[config.mk]
export PLATFORM = sky130hd
export DESIGN_NAME = fll_loop_integrator
export DESIGN_NICKNAME = d
export VERILOG_FILES = /design/src/rtl/fll_loop_pkg.sv /design/src/rtl/fll_err_scale.sv /design/src/rtl/fll_integrator.sv /design/src/rtl/fll_dither.sv /design/src/rtl/fll_code_sel.sv /design/src/rtl/fll_loop_integrator.sv
export SDC_FILE = /design/constraint.sdc
export NUM_CORES = 1
export LEC_CHECK = 0
export CORE_UTILIZATION = 51
export CTS_BUF_LIST = sky130_fd_sc_hd__clkbuf_2
export DETAILED_ROUTE_END_ITERATION = 7
export PLACE_DENSITY = 0.87
export SLEW_MARGIN = 20
export SYNTH_ARGS = -nofsm -noshare
export SYNTH_HDL_FRONTEND = slang
export SYNTH_SLANG_ARGS = --single-unit
[constraint.sdc]
create_clock -name clk -period 6.4 [get_ports clk]
set_input_delay 0.64 -clock clk [delete_from_list [all_inputs] [get_ports clk]]
set_output_delay 0.64 -clock clk [all_outputs]
set_load 0.01 [all_outputs]
[src/rtl/fll_loop_pkg.sv]
package fll_loop_pkg;

    localparam int CODE_W  = 10;
    localparam int FRAC_W  = 10;
    localparam int MULT_W  = 16;
    localparam int GAIN_W  = 4;
    localparam int INTEG_W = CODE_W + FRAC_W;
    localparam int ACC_W   = MULT_W + 1 + FRAC_W + 1;

    localparam logic [CODE_W-1:0] MANUAL_RESET = 10'h121;

    typedef struct packed {
        logic [CODE_W-1:0] whole;
        logic [FRAC_W-1:0] frac;
    } integ_t;

    typedef enum logic [1:0] {
        ACT_HOLD = 2'd0,
        ACT_LOAD = 2'd1,
        ACT_STEP = 2'd2
    } integ_act_e;

    // Clamp a signed accumulator result into the unsigned integrator range.
    function automatic integ_t clamp_state(input logic signed [ACC_W-1:0] v);
        integ_t r;
        if (v < 0) begin
            r = '0;
        end else if (v > $signed({{(ACC_W-INTEG_W){1'b0}}, {INTEG_W{1'b1}}})) begin
            r = '1;
        end else begin
            r = integ_t'(v[INTEG_W-1:0]);
        end
        return r;
    endfunction

endpackage

[src/rtl/fll_err_scale.sv]
module fll_err_scale
    import fll_loop_pkg::*;
#(
    parameter int MW = MULT_W,
    parameter int FW = FRAC_W,
    parameter int GW = GAIN_W,
    parameter int AW = ACC_W
) (
    input  logic [MW-1:0]        target,
    input  logic [MW-1:0]        measured,
    input  logic [GW-1:0]        gain,
    output logic signed [AW-1:0] step
);
    localparam int EW = MW + 1;

    logic signed [EW-1:0] err;
    logic signed [AW-1:0] err_ext;
    logic signed [AW-1:0] err_fixed;

    always_comb begin
        err       = $signed({1'b0, target}) - $signed({1'b0, measured});
        err_ext   = AW'(err);
        err_fixed = err_ext <<< FW;
        step      = err_fixed >>> gain;
    end
endmodule

[src/rtl/fll_integrator.sv]
module fll_integrator
    import fll_loop_pkg::*;
#(
    parameter int AW = ACC_W
) (
    input  logic                  clk,
    input  logic                  rst,
    input  integ_act_e            act,
    input  logic [CODE_W-1:0]     load_whole,
    input  logic signed [AW-1:0]  step,
    output integ_t                state
);
    logic signed [AW-1:0] sum;
    integ_t               nxt;

    always_comb begin
        sum = $signed({{(AW-INTEG_W){1'b0}}, state}) + step;
        unique case (act)
            ACT_LOAD: begin
                nxt.whole = load_whole;
                nxt.frac  = '0;
            end
            ACT_STEP: nxt = clamp_state(sum);
            default:  nxt = state;
        endcase
    end

    always_ff @(posedge clk) begin
        if (rst) begin
            state.whole <= MANUAL_RESET;
            state.frac  <= '0;
        end else begin
            state <= nxt;
        end
    end
endmodule

[src/rtl/fll_dither.sv]
module fll_dither
    import fll_loop_pkg::*;
#(
    parameter int FW = FRAC_W
) (
    input  logic          clk,
    input  logic          rst,
    input  logic          enable,
    input  logic [FW-1:0] frac,
    output logic          carry
);
    logic [FW-1:0] phase;
    logic [FW:0]   total;

    always_comb total = {1'b0, phase} + {1'b0, frac};

    always_ff @(posedge clk) begin
        if (rst || !enable) begin
            phase <= '0;
            carry <= 1'b0;
        end else begin
            phase <= total[FW-1:0];
            carry <= total[FW];
        end
    end
endmodule

[src/rtl/fll_code_sel.sv]
module fll_code_sel
    import fll_loop_pkg::*;
#(
    parameter int CW         = CODE_W,
    parameter bit HAS_DITHER = 1'b1
) (
    input  logic          loop_active,
    input  logic [CW-1:0] whole,
    input  logic          carry,
    input  logic [CW-1:0] manual,
    output logic [CW-1:0] code
);
    logic [CW-1:0] loop_code;

    generate
        if (HAS_DITHER) begin : g_dither
            logic [CW:0] bumped;
            always_comb begin
                bumped    = {1'b0, whole} + {{CW{1'b0}}, carry};
                loop_code = bumped[CW] ? {CW{1'b1}} : bumped[CW-1:0];
            end
        end else begin : g_plain
            logic unused_carry;
            always_comb begin
                unused_carry = carry;
                loop_code    = whole;
            end
        end
    endgenerate

    always_comb code = loop_active ? loop_code : manual;
endmodule

[src/rtl/fll_loop_integrator.sv]
module fll_loop_integrator
    import fll_loop_pkg::*;
#(
    parameter bit HAS_DITHER = 1'b1
) (
    input  logic                clk,
    input  logic                rst,
    input  logic                ref_tick,
    input  logic                loop_en,
    input  logic [CODE_W-1:0]   dco_manual,
    input  logic [MULT_W-1:0]   target_mult,
    input  logic [MULT_W-1:0]   meas_mult,
    input  logic [GAIN_W-1:0]   loop_gain,
    input  logic                open_loop,
    input  logic                lock,
    input  logic                dither_en,
    output logic [CODE_W-1:0]   dco_code,
    output logic [INTEG_W-1:0]  integ_state
);
    logic                    mode_q;
    logic signed [ACC_W-1:0] step;
    integ_act_e              act;
    integ_t                  state;
    logic                    carry;
    logic                    frozen;

    always_ff @(posedge clk) begin
        if (rst) mode_q <= 1'b0;
        else     mode_q <= loop_en;
    end

    always_comb begin
        frozen = open_loop && lock;
        if (loop_en && !mode_q)
            act = ACT_LOAD;
        else if (loop_en && ref_tick && !frozen)
            act = ACT_STEP;
        else
            act = ACT_HOLD;
    end

    fll_err_scale u_scale (
        .target   (target_mult),
        .measured (meas_mult),
        .gain     (loop_gain),
        .step     (step)
    );

    fll_integrator u_integ (
        .clk        (clk),
        .rst        (rst),
        .act        (act),
        .load_whole (dco_manual),
        .step       (step),
        .state      (state)
    );

    fll_dither u_dither (
        .clk    (clk),
        .rst    (rst),
        .enable (dither_en && mode_q),
        .frac   (state.frac),
        .carry  (carry)
    );

    fll_code_sel #(.HAS_DITHER(HAS_DITHER)) u_sel (
        .loop_active (mode_q),
        .whole       (state.whole),
        .carry       (carry),
        .manual      (dco_manual),
        .code        (dco_code)
    );

    always_comb integ_state = state;
endmodule

==> flow_summary.toml <==
[outcome]
result_of_the_run = "completed"

[logic_synthesis]
synth_ff_type = "sky130_fd_sc_hd__dfxtp_1"
async_reset_ff_share_pct = 0
synth-warning-count = 0
synth_top_area_cell = "sky130_fd_sc_hd__ha_1"
synth_area_um2 = 5140
synth.lib_cells_used.distinct = 86
synth_top_area_share_pct = 13.4
syn-num-nets = 767
postSynthAreaPerCell_um2 = 7.83
synth-edff-count = 0
yosys-top-cells-area = "sky130_fd_sc_hd__ha_1 (13%), sky130_fd_sc_hd__dfxtp_1 (12%), sky130_fd_sc_hd__a21oi_1 (5.6%)"
ys_seq_elements = 32
synth_sequential_area_ratio_pct = 12.5
syn_inst = 656

[route]
drt_pass1_iterations = 5
dr.max_layer_used = "met4"
viasPerCell = 6.13
dr_drc_count = 0
routed_wirelength_um = 16100
wl_met2_um = 8200
wl_per_cell_um = 16.5
detail_route.wirelength.met1_um = 6270
routed-wl-met3_um = 939
initial_drc_count = 364
via_count = 5977
antenna_violating_nets_post_route = 0

[clock_tree]
cts_made_buffers = 5
root_buf_cell = "sky130_fd_sc_hd__clkbuf_2"
tritoncts = "built"
clkSlewWorstSetupHoldPaths_ps = 190
cts_num_sinks = 32
clock_latency_ps = 420
clock_path_buffers = 2
clock_tree.htree_level_count = 2

[finish]
post_route_cells_drive_above_1_share_pct = 23.5
final_common_cell = "sky130_fd_sc_hd__buf_4"
finish.net_count = 952
mostFrequentLayoutCells = "sky130_fd_sc_hd__buf_4 (129), sky130_fd_sc_hd__clkdlybuf4s50_1 (82), sky130_fd_sc_hd__ha_1 (54)"
finalInstanceArea_um2 = 7200
final_util_pct = 73.7
antennaDiodeCount = 0
area_growth_syn_to_layout_pct = 40.2

[die]
die_width_um = 102
dieHeight_um = 102
floorplan.die_area_um2 = 10500
initial_utilization_pct = 52.6
num_io_pins = 83
num_rows = 36
core_region_um2 = 9770

[sta]
headroom_to_the_max_slew_limit_pct = 48.6
grt_setup_unrepaired = "yes"
setup_viol = 0
clock_skew_ps = 41.8
fin_ws_ps = 152
timing.final.hold_violations = 0
hold_ws_ps = 601
timing_max_transition_violations_final = 0
period_share_pct = 97.6
timing.fmax_ghz = 0.160
worst-slew-pin-transition_ps = 770
fin_crit_ps = 6250

[worst_hold_path]
timing.hold.worst.start = "u_dither.phase[0]"
timing.hold.worst.class = "flop to flop"

[critical_path]
critical_path.most_common_cell = "sky130_fd_sc_hd__o31a_1"
setup.worst_path.start_class = "primary input"
end_kind = "flop"
cp_data_arrival_time_ps = 6540
critical_path_peak_fanout = 4
path_buf_inv = 2
timing.critical_path.slowest_cell_delay_ps = 510
timing.critical_path.max_delay_family = "compound AO/OA/AOI/OAI gates"
cp.required_ps = 6690
crit_slowest_cell = "sky130_fd_sc_hd__mux4_2"
critPathLaunch = "meas_mult[1]"
path_class = "primary input to flop"
r2r-start = "u_integ.state[0]"

[placed_design]
numPortBuffers = 82
placed_area_um2 = 6930
globalplace.congestion = 0.950
dp_hpwl_um = 12500
place_worst_setup_slack_ps = -618

[global_route]
maximum_number_of_pins_on_one_net_before_global_route_repair = 29
antenna_found_initial = 0
first_global_vias = 5844
grt_first_pass_wirelength_um = 25900
global_route.overflow_total = 0
total_global_routing_track_utilization_pct = 30.4

[power]
power_density_nw_per_um2 = 165
power.leakage_nw = 3.20
p_total_mw = 1.19
worst_ir_drop_vdd_mv = 0.0832

[job]
drv.max_cap_violation_count = 0
registers in the layout, summed over array words and instances, names as in the netlist:
register        cells
u_dither.carry      1
mode_q              1
u_integ.state      20
u_dither.phase     10
stage by stage:
stage	setup TNS [ps]	instances
2_1_floorplan	0	656
3_3_place_gp	-3210	962
3_5_place_dp	-9480	962
4_1_cts	0	971
5_1_grt	-792	975
6_report	0	975
logic make-up (layout without fill, tap and decap cells):
family	after synthesis	count (layout)	share of synthesized area (%)
AOI/OAI and AO/OA	231	231	32.7
xor gates and xnor gates	45	45	7.96
adders and majority gates	58	58	14.6
buffers and inverters	67	253	5.33
DFF	32	32	12.5
muxes	35	35	7.87
and+or+nand+nor	188	188	19.1
what timing repair did:
item	4_1_cts	5_1_grt
setup buffers	1	4
hold buffers	0	0
pin swaps	5	26
gates resized for setup	8	25
cloned	0	0
endpoints found under the setup margin	20	20
Yosys cell counts (3+ instances only):
cell type / count
sky130_fd_sc_hd__mux2i_1: 28
sky130_fd_sc_hd__nor3_1: 15
sky130_fd_sc_hd__and2_1: 8
sky130_fd_sc_hd__fa_1: 3
sky130_fd_sc_hd__mux4_2: 4
sky130_fd_sc_hd__mux2_2: 3
sky130_fd_sc_hd__o21a_1: 8
sky130_fd_sc_hd__a211oi_1: 13
sky130_fd_sc_hd__o21bai_1: 7
sky130_fd_sc_hd__nand2_1: 41
sky130_fd_sc_hd__or3_1: 3
sky130_fd_sc_hd__a22oi_1: 9
sky130_fd_sc_hd__a21oi_1: 57
sky130_fd_sc_hd__a221oi_1: 4
sky130_fd_sc_hd__inv_1: 32
sky130_fd_sc_hd__o31a_1: 3
sky130_fd_sc_hd__nor2_1: 49
sky130_fd_sc_hd__xnor2_1: 29
sky130_fd_sc_hd__and3_1: 10
sky130_fd_sc_hd__o211ai_1: 6
sky130_fd_sc_hd__buf_1: 6
sky130_fd_sc_hd__nand3_1: 15
sky130_fd_sc_hd__a221oi_2: 5
sky130_fd_sc_hd__xor2_1: 14
sky130_fd_sc_hd__o21ai_0: 24
sky130_fd_sc_hd__o31ai_1: 4
sky130_fd_sc_hd__a21o_1: 28
sky130_fd_sc_hd__buf_2: 3
sky130_fd_sc_hd__nor3b_1: 8
sky130_fd_sc_hd__nand4_1: 8
sky130_fd_sc_hd__o21ai_1: 9
sky130_fd_sc_hd__a31oi_1: 9
sky130_fd_sc_hd__dfxtp_1: 32
sky130_fd_sc_hd__nor2b_1: 8
sky130_fd_sc_hd__ha_1: 55
sky130_fd_sc_hd__o22a_1: 3
sky130_fd_sc_hd__clkbuf_1: 22
sky130_fd_sc_hd__nand2b_1: 5
final timing paths:
| kind | slack (ps) | endpoint | cells after the start |
|---|---|---|---|
| worst min register to register | 600 | u_dither.phase[0] | 3 |
| worst max-delay path | 150 | u_integ.state[10] | 28 |
| worst min-delay path | 600 | u_dither.phase[0] | 3 |
| worst max register to register | 2800 | u_integ.state[10] | 14 |
worst register-to-register path, delay by kind of cell (launching register included):
kind / cells / cell delay (ps)
DFF: 1 / 410
adders and majority gates: 2 / 690
AOI/OAI and AO/OA: 7 / 1620
xor gates and xnor gates: 1 / 190
and+or+nand+nor: 3 / 420
buffers and inverters: 1 / 170
where the power goes:
part           switching [mW]  internal (mW)
registers              0.0158          0.207
logic                   0.399          0.417
clock network          0.0835         0.0653
cell type report:
type                            instances  area (um^2)
Multi-Input combinational cell        557         4390
Timing Repair Buffer                  212         1810
Inverter                               33          124
Tap cell                              133          166
Fill cell                             704         2570
Clock buffer                            5         25.0
Clock inverter                          3         42.5
Sequential cell                        32          641
routing by layer:
metal / track usage, % / vias up
met5: 0 / -
met4: 15.5 / 0
met3: 4.04 / 72
met2: 56.5 / 281
met1: 33.8 / 2792
li1: - / 2832
Power figures use the tool's default switching activity.
